<file path="config.mk">
export PLATFORM = sky130hd
export DESIGN_NAME = conv_reader
export DESIGN_NICKNAME = d
export VERILOG_FILES = /design/src/rtl/conv_reader_pkg.sv /design/src/rtl/conv_reader_tick.sv /design/src/rtl/conv_reader_shift.sv /design/src/rtl/conv_reader_decode.sv /design/src/rtl/conv_reader.sv
export SDC_FILE = /design/constraint.sdc
export NUM_CORES = 1
export LEC_CHECK = 0
export ABC_AREA = 1
export BUFFER_PORTS_ARGS = -buffer_cell sky130_fd_sc_hd__buf_2
export CELL_PAD_IN_SITES_DETAIL_PLACEMENT = 2
export CELL_PAD_IN_SITES_GLOBAL_PLACEMENT = 2
export CORE_MARGIN = 5
export CORE_UTILIZATION = 31
export DETAILED_ROUTE_END_ITERATION = 8
export PLACE_DENSITY_LB_ADDON = 0.1
export SYNTH_ARGS = -nofsm -noshare
export SYNTH_HDL_FRONTEND = slang
export SYNTH_SLANG_ARGS = --single-unit
</file>
<file path="constraint.sdc">
create_clock -name clk_i -period 1.5 [get_ports clk_i]
set_clock_uncertainty 0.2 [all_clocks]
set_input_delay 0.3 -clock clk_i [delete_from_list [all_inputs] [get_ports clk_i]]
set_output_delay 0.3 -clock clk_i [all_outputs]
set_load 0.1 [all_outputs]
</file>
<file path="src/rtl/conv_reader_pkg.sv">
package conv_reader_pkg;
  typedef enum logic [1:0] {
    ST_IDLE  = 2'd0,
    ST_POLL  = 2'd1,
    ST_SHIFT = 2'd2
  } rd_state_e;
endpackage

</file>
<file path="src/rtl/conv_reader_tick.sv">
module conv_reader_tick #(
  parameter int HALF_PERIOD = 4
) (
  input  logic clk_i,
  input  logic rst_ni,
  input  logic run_i,
  output logic tick_o
);
  localparam int CW = (HALF_PERIOD > 1) ? $clog2(HALF_PERIOD) : 1;
  localparam logic [CW-1:0] LAST = CW'(HALF_PERIOD - 1);

  logic [CW-1:0] cnt_q;

  assign tick_o = run_i && (cnt_q == LAST);

  always_ff @(posedge clk_i or negedge rst_ni) begin
    if (!rst_ni)      cnt_q <= '0;
    else if (!run_i)  cnt_q <= '0;
    else if (tick_o)  cnt_q <= '0;
    else              cnt_q <= cnt_q + 1'b1;
  end
endmodule

</file>
<file path="src/rtl/conv_reader_shift.sv">
module conv_reader_shift #(
  parameter int BITS = 24
) (
  input  logic                        clk_i,
  input  logic                        rst_ni,
  input  logic                        clear_i,
  input  logic                        shift_i,
  input  logic                        bit_i,
  output logic [BITS-1:0]             word_o,
  output logic [$clog2(BITS+1)-1:0]   count_o
);
  always_ff @(posedge clk_i or negedge rst_ni) begin
    if (!rst_ni) begin
      word_o  <= '0;
      count_o <= '0;
    end else if (clear_i) begin
      count_o <= '0;
    end else if (shift_i) begin
      word_o  <= {word_o[BITS-2:0], bit_i};
      count_o <= count_o + 1'b1;
    end
  end
endmodule

</file>
<file path="src/rtl/conv_reader_decode.sv">
module conv_reader_decode #(
  parameter int RES_BITS = 21
) (
  input  logic [RES_BITS+2:0] word_i,
  output logic [RES_BITS-1:0] result_o,
  output logic                sign_o,
  output logic                over_o,
  output logic                under_o,
  output logic                perr_o
);
  localparam int TOP = RES_BITS + 2;

  logic msb;
  assign msb      = word_i[RES_BITS-1];
  assign result_o = word_i[RES_BITS-1:0];
  assign sign_o   = word_i[RES_BITS];
  assign over_o   = sign_o & msb;
  assign under_o  = ~sign_o & ~msb;
  // status bit must read ready, filler bit must be low
  assign perr_o   = word_i[TOP] | word_i[TOP-1];
endmodule

</file>
<file path="src/rtl/conv_reader.sv">
module conv_reader #(
  parameter int HALF_PERIOD = 4,
  parameter int RES_BITS    = 21
) (
  input  logic                clk_i,
  input  logic                rst_ni,
  input  logic                start_i,
  input  logic                sdo_i,
  output logic                cs_no,
  output logic                sck_o,
  output logic                valid_o,
  output logic [RES_BITS-1:0] result_o,
  output logic                sign_o,
  output logic                over_o,
  output logic                under_o,
  output logic                perr_o
);
  import conv_reader_pkg::*;

  localparam int FRAME_BITS = RES_BITS + 3;
  localparam int CNTW       = $clog2(FRAME_BITS + 1);
  localparam logic [CNTW-1:0] LAST_BIT = CNTW'(FRAME_BITS);

  rd_state_e state_q;
  logic      tick, shift_en, clear_en;
  logic [FRAME_BITS-1:0] word;
  logic [CNTW-1:0]       count;

  logic [RES_BITS-1:0] d_result;
  logic d_sign, d_over, d_under, d_perr;

  conv_reader_tick #(.HALF_PERIOD(HALF_PERIOD)) u_tick (
    .clk_i  (clk_i),
    .rst_ni (rst_ni),
    .run_i  (state_q != ST_IDLE),
    .tick_o (tick)
  );

  assign shift_en = (state_q == ST_SHIFT) && tick && !sck_o;
  assign clear_en = (state_q == ST_IDLE);

  conv_reader_shift #(.BITS(FRAME_BITS)) u_shift (
    .clk_i   (clk_i),
    .rst_ni  (rst_ni),
    .clear_i (clear_en),
    .shift_i (shift_en),
    .bit_i   (sdo_i),
    .word_o  (word),
    .count_o (count)
  );

  conv_reader_decode #(.RES_BITS(RES_BITS)) u_dec (
    .word_i   (word),
    .result_o (d_result),
    .sign_o   (d_sign),
    .over_o   (d_over),
    .under_o  (d_under),
    .perr_o   (d_perr)
  );

  always_ff @(posedge clk_i or negedge rst_ni) begin
    if (!rst_ni) begin
      state_q  <= ST_IDLE;
      cs_no    <= 1'b1;
      sck_o    <= 1'b0;
      valid_o  <= 1'b0;
      result_o <= '0;
      sign_o   <= 1'b0;
      over_o   <= 1'b0;
      under_o  <= 1'b0;
      perr_o   <= 1'b0;
    end else begin
      valid_o <= 1'b0;
      unique case (state_q)
        ST_IDLE: if (start_i) begin
          cs_no   <= 1'b0;
          state_q <= ST_POLL;
        end
        ST_POLL: if (tick && !sdo_i) state_q <= ST_SHIFT;
        ST_SHIFT: if (tick) begin
          if (!sck_o) begin
            sck_o <= 1'b1;
          end else begin
            sck_o <= 1'b0;
            if (count == LAST_BIT) begin
              cs_no    <= 1'b1;
              valid_o  <= 1'b1;
              result_o <= d_result;
              sign_o   <= d_sign;
              over_o   <= d_over;
              under_o  <= d_under;
              perr_o   <= d_perr;
              state_q  <= ST_IDLE;
            end
          end
        end
        default: state_q <= ST_IDLE;
      endcase
    end
  end
endmodule

</file>
# Yosys cells after proc, flatten, opt, wreduce, memory -nomap -nowiden
# Cells that the tools add are included.
# classes
add_sub_neg	2
n_eq_ne	9
n_mux	20
bitwise	6
reduce_logical	15
# ops
cell	n
$mux W2	7
$mux W5	2
$reduce_and A5 Y1	2
$mux W1	9
$ne A2 B2 Y1 const B	4
$pmux W2 S3	1
$reduce_bool A2 Y1	3
$add A5 B1 Y5 const B	1
$eq A5 B5 Y1 const B	1
$eq A2 B2 Y1 const B	2
$logic_and A1 B1 Y1	4
$reduce_and A2 Y1	2
$reduce_and A4 Y1	1
$not A1 Y1	3
$add A2 B1 Y2 const B	1
$and A1 B1 Y1	2
$eq A2 B1 Y1 const B	1
$logic_not A1 Y1	2
$logic_not A2 Y1	1
$ne A2 B1 Y1 const B	1
$pmux W1 S2	1
$or A1 B1 Y1	1
# word_totals
ff_bits	61
input_bits	4
out_inout_bits	28
wordCells	64

# Depth between registers and ports, before layout
# logic_depth
depth_word	6
depth_mapped	8
depth_no_buf	7

# Modules after synthesis
# Synthesis repeated with hierarchy kept, for this count alone.
# unflattened
hier_cells	317
hier_area_um2	2765.2
# modules_own_cells
module	instances	cells_per_inst	area_per_inst_um2	seq_area_each_um2
conv_reader	1	146	1297.5	752.0
conv_reader_shift	1	133	1191.1	725.7
conv_reader_decode	1	28	187.7	0.0
conv_reader_tick	1	10	88.8	50.0

# Least setup slack after synthesis
# OpenSTA, ideal clock, no wires.
# synth_timing
path_type	register to register
from	register sck_o
to	register result_o[6]
setup_time_ns	0.125
arrival_ns	1.713
required_time_ns	1.175
slack_ns	-0.538
path_stages_with_launch	7
n_path_buf	1
period_less_slack_ns	2.038
cell_sequence	dfrtp_1 -> nand2_1 -> nor2_1 -> nand2_1 -> buf_2 -> nand2_1 -> o21ai_1
# synth_via
elab_chain_len	1
# synth_lines
element	line	source
start, declared	conv_reader.sv:10	output logic sck_o,
start signal, assigned	conv_reader.sv:65	sck_o <= 1'b0;
start signal, assigned	conv_reader.sv:82	sck_o <= 1'b1;
start signal, assigned	conv_reader.sv:84	sck_o <= 1'b0;
$reduce_and A4 Y1 (no line)	-	
end signal, assigned	conv_reader.sv:88	result_o <= d_result;
end, declared	conv_reader.sv:12	output logic [RES_BITS-1:0] result_o,
# No other way between the ends.
# A chain may end at the register's enable or synchronous reset.

# Final worst setup path
# layout_timing
from	register u_tick.cnt_q[0]
to	register result_o[5]
# layout_via
elab_chain_len	3
# layout_lines
element	line	source
start, declared	conv_reader_tick.sv:12	logic [CW-1:0] cnt_q;
start signal, assigned	conv_reader_tick.sv:20	else cnt_q <= cnt_q + 1'b1;
$eq A2 B2 Y1	conv_reader_tick.sv:14	assign tick_o = run_i && (cnt_q == LAST);
$logic_and A1 B1 Y1	conv_reader_tick.sv:14	
$reduce_and A4 Y1 (no line)	-	
# No other way between the ends.

==> impl_metrics.env <==
export IMPL_grt_max_degree=18
export IMPL_antenna_cells=0
export IMPL_syn_area_sq_um=2436
export IMPL_hp_class="in2reg"
export IMPL_fillers=700
export IMPL_synth_area_per_cell_sq_um=9.334
export IMPL_yosys_warnings=0
export IMPL_post_dp_hpwl_um=4348
export IMPL_drtPass1Iterations=5
export IMPL_synth_nets=268
export IMPL_clock_path_buffers=2
export IMPL_cts_inserted_buffers=9
export IMPL_grt_pass1_vias=2505
export IMPL_io_buffer_count=31
export IMPL_critPathLaunchType="register"
export IMPL_power_mw=4.519
export IMPL_synth_seq_cells=61
export IMPL_drt_iter0_drc=66
export IMPL_grt_pass1_wl_um=14080
export IMPL_grt_ovfl_total=0
export IMPL_worstSkewPairLatency_ns=0.37
export IMPL_critPathKind="reg2reg"
export IMPL_fin_crit_sh_pct=116.5
export IMPL_post_route_min_period_ns=1.748
export IMPL_drt_total_wl_um=11320
export IMPL_ys_seq_area_share_pct=62.71
export IMPL_cap_violations=0
export IMPL_ff_latch_area_sq_um=1545
export IMPL_vias=2242
export IMPL_synth_top_area_share_pct=61.63
export IMPL_r2r_start="u_tick.cnt_q[0]"
export IMPL_antenna_found_initial=0
export IMPL_synth_async_reset_ratio_pct=100.0
export IMPL_vias_per_cell=4.885
export IMPL_cts_sinks=61
export IMPL_grt_setup_unrepaired="yes"
export IMPL_start_util_pct=31.69
export IMPL_dieArea_sq_um=9731
export IMPL_area_growth_pct=84.44
export IMPL_worst_slack_ns=-0.2476
export IMPL_holdCritStartpoint="sdo_i"
export IMPL_ant_nets=0
export IMPL_cts_root_buf="clkbuf_8"
export IMPL_yosys_area_top_type="dfrtp_1"
export IMPL_cts_tree="done"
export IMPL_synth_edf_count=0
export IMPL_setup_viol=64
export IMPL_hold_viol_final=0
export IMPL_maxSlewHeadroom_pct=76.87
export IMPL_drcViolationCount=0
export IMPL_hold_path_depth=3
export IMPL_cts_reportedPaths_clkPinSlew_ns=0.07
export IMPL_io_pins=32
export IMPL_die_w_um=98.65
export IMPL_coreArea_sq_um=7687
export IMPL_synth_ff_type="dfrtp_1"
export IMPL_cp_startpoint="u_tick.cnt_q[0]"
export IMPL_fin_nets=359
export IMPL_drive_above_1_share_pct=59.38
export IMPL_powerDensity_nw_per_um2=1006
export IMPL_p_leak_nw=2.225
export IMPL_failed_checks="negative setup slack"
export IMPL_grt_use_total_pct=19.04
export IMPL_slew_violations=0
export IMPL_worst_path_max_fanout=11
export IMPL_synthCells=261
export IMPL_gp_congestion=0.7611
export IMPL_ys_types=19
export IMPL_outcome="complete, but fails checks"
export IMPL_routedWlPerCell_um=24.66
export IMPL_clock_fmax_ghz=0.5722
export IMPL_cp_arrival_ns=1.82
export IMPL_reg2reg_depth=7
export IMPL_dieHeight_um=98.65
export IMPL_tightest_slew_ns=0.3470
export IMPL_dp_slack_ns=-0.1216
export IMPL_multi_input_comb_area_sq_um=1204
export IMPL_required_ns=1.57
export IMPL_htreeDepth=3
export IMPL_ir_worst_vdd_v=0.0008396
export IMPL_synthTopCellsByArea="dfrtp_1, nand2_1, o21ai_0, inv_1, o21ai_1"
export IMPL_rows=32
export IMPL_crit_path_end_kind="register"
placed cells by master (no fill, tap or decap), types with 2 or more instances in the layout:
cell        netlist  routed
dfrtp_1          60      48
buf_4             1      35
o21ai_2           0      33
buf_12            0      32
nand2_4           0      31
inv_1            35      30
nand2_1          72      28
o21ai_1          26      15
nand2_2           1      14
clkbuf_8          0      11
buf_6             0      11
dfrtp_2           0      11
nand3_1           9       7
buf_16            0       6
inv_2             0       5
nor2_1            7       4
o21ai_0          28       4
nor2_4            0       3
buf_2             9       3
o21ai_4           0       2
nand4_1           2       2
a21oi_1           2       2
ha_4              0       2
clkinvlp_4        0       2
sequential cells by signal, indices dropped and copies added, names as in the netlist:
| register | flops |
|---|---|
| cs_no | 1 |
| over_o | 1 |
| perr_o | 1 |
| result_o | 21 |
| sck_o | 1 |
| sign_o | 1 |
| state_q | 2 |
| u_shift.count_o | 5 |
| u_shift.word_o | 24 |
| u_tick.cnt_q | 2 |
| under_o | 1 |
| valid_o | 1 |
cells in the mapped netlist (all sizes together) (2+ instances only):
master  instances
nand2          73
dfrtp          60
o21ai          54
inv            35
buf            10
nand3           9
nor2            7
ha              3
a21oi           2
nand4           2
nor3            2
kinds of logic after synthesis:
family / after synthesis / share of synthesized area, %
AOI/OAI and AO/OA: 56 / 11.50
buffers and inverters: 45 / 7.550
adders and majority gates: 3 / 1.541
DFF: 61 / 62.71
and+or+nand+nor: 94 / 15.97
xor gates and xnor gates: 2 / 0.7192
power by group:
group	internal [mW]	switching [mW]	total, mW
registers	1.75	0.125	1.87
logic	0.388	0.618	1.01
clock network	0.859	0.782	1.64
total	2.99	1.53	4.52
routing by layer:
layer	up-vias	share of wire [%]	GRT usage (%)
met5	-	0	0
met4	0	2.7	5.672
met3	22	2.6	4.176
met2	46	53	35.05
met1	1161	41	22.00
li1	1013	-	-
final timing paths:
| path | end | slack, ns |
|---|---|---|
| max reg2reg | result_o[5] | -0.25 |
| min reg2reg | u_shift.word_o[6] | 0.30 |
| max | result_o[5] | -0.25 |
| max in group asynchronous | result_o[1] | 0.32 |
| min in group asynchronous | u_shift.word_o[21] | 0.19 |
| min | u_shift.word_o[0] | 0.01 |
metrics by stage:
step	util [%]	TNS, ns	std cells	hold slack (ns)	instance area [sq um]
2_1_floorplan	-	-0.4846	261	-0.1956	2476
3_3_place_gp	42.97	-1.751	404	0.02377	3303
3_5_place_dp	42.97	-3.868	404	0.02058	3303
4_1_cts	52.41	-2.197	440	0.002335	4029
5_1_grt	58.45	-13.08	459	0.01882	4493
6_report	58.45	-9.097	459	0.01135	4493
cell type report:
class / count / share of cell area (%)
clock buffer: 11 / 3.370
clock inverter: 5 / 1.309
inverter: 35 / 2.924
multi-input combinational: 155 / 26.79
sequential: 61 / 34.39
tap: 102 / 2.840
timing repair buffer: 90 / 28.38
critical path, stage by stage, from the launching register on:
cell and delay [ns]:
dfrtp_1 0.43, ha_4 0.20, nand2_4 0.08, nor2_4 0.15, nand2_4 0.11, buf_6 0.16, buf_16 0.16, o21ai_1 0.17
what timing repair did:
item,in CTS,in global routing
hold buffers,1,0
setup endpoints to repair,57,73
gates resized for setup,73,111
buffers inserted,12,20
pin swaps,5,6
endpoints found under the hold margin,28,0
cloned,8,1
(Power assumes the default switching activity.)
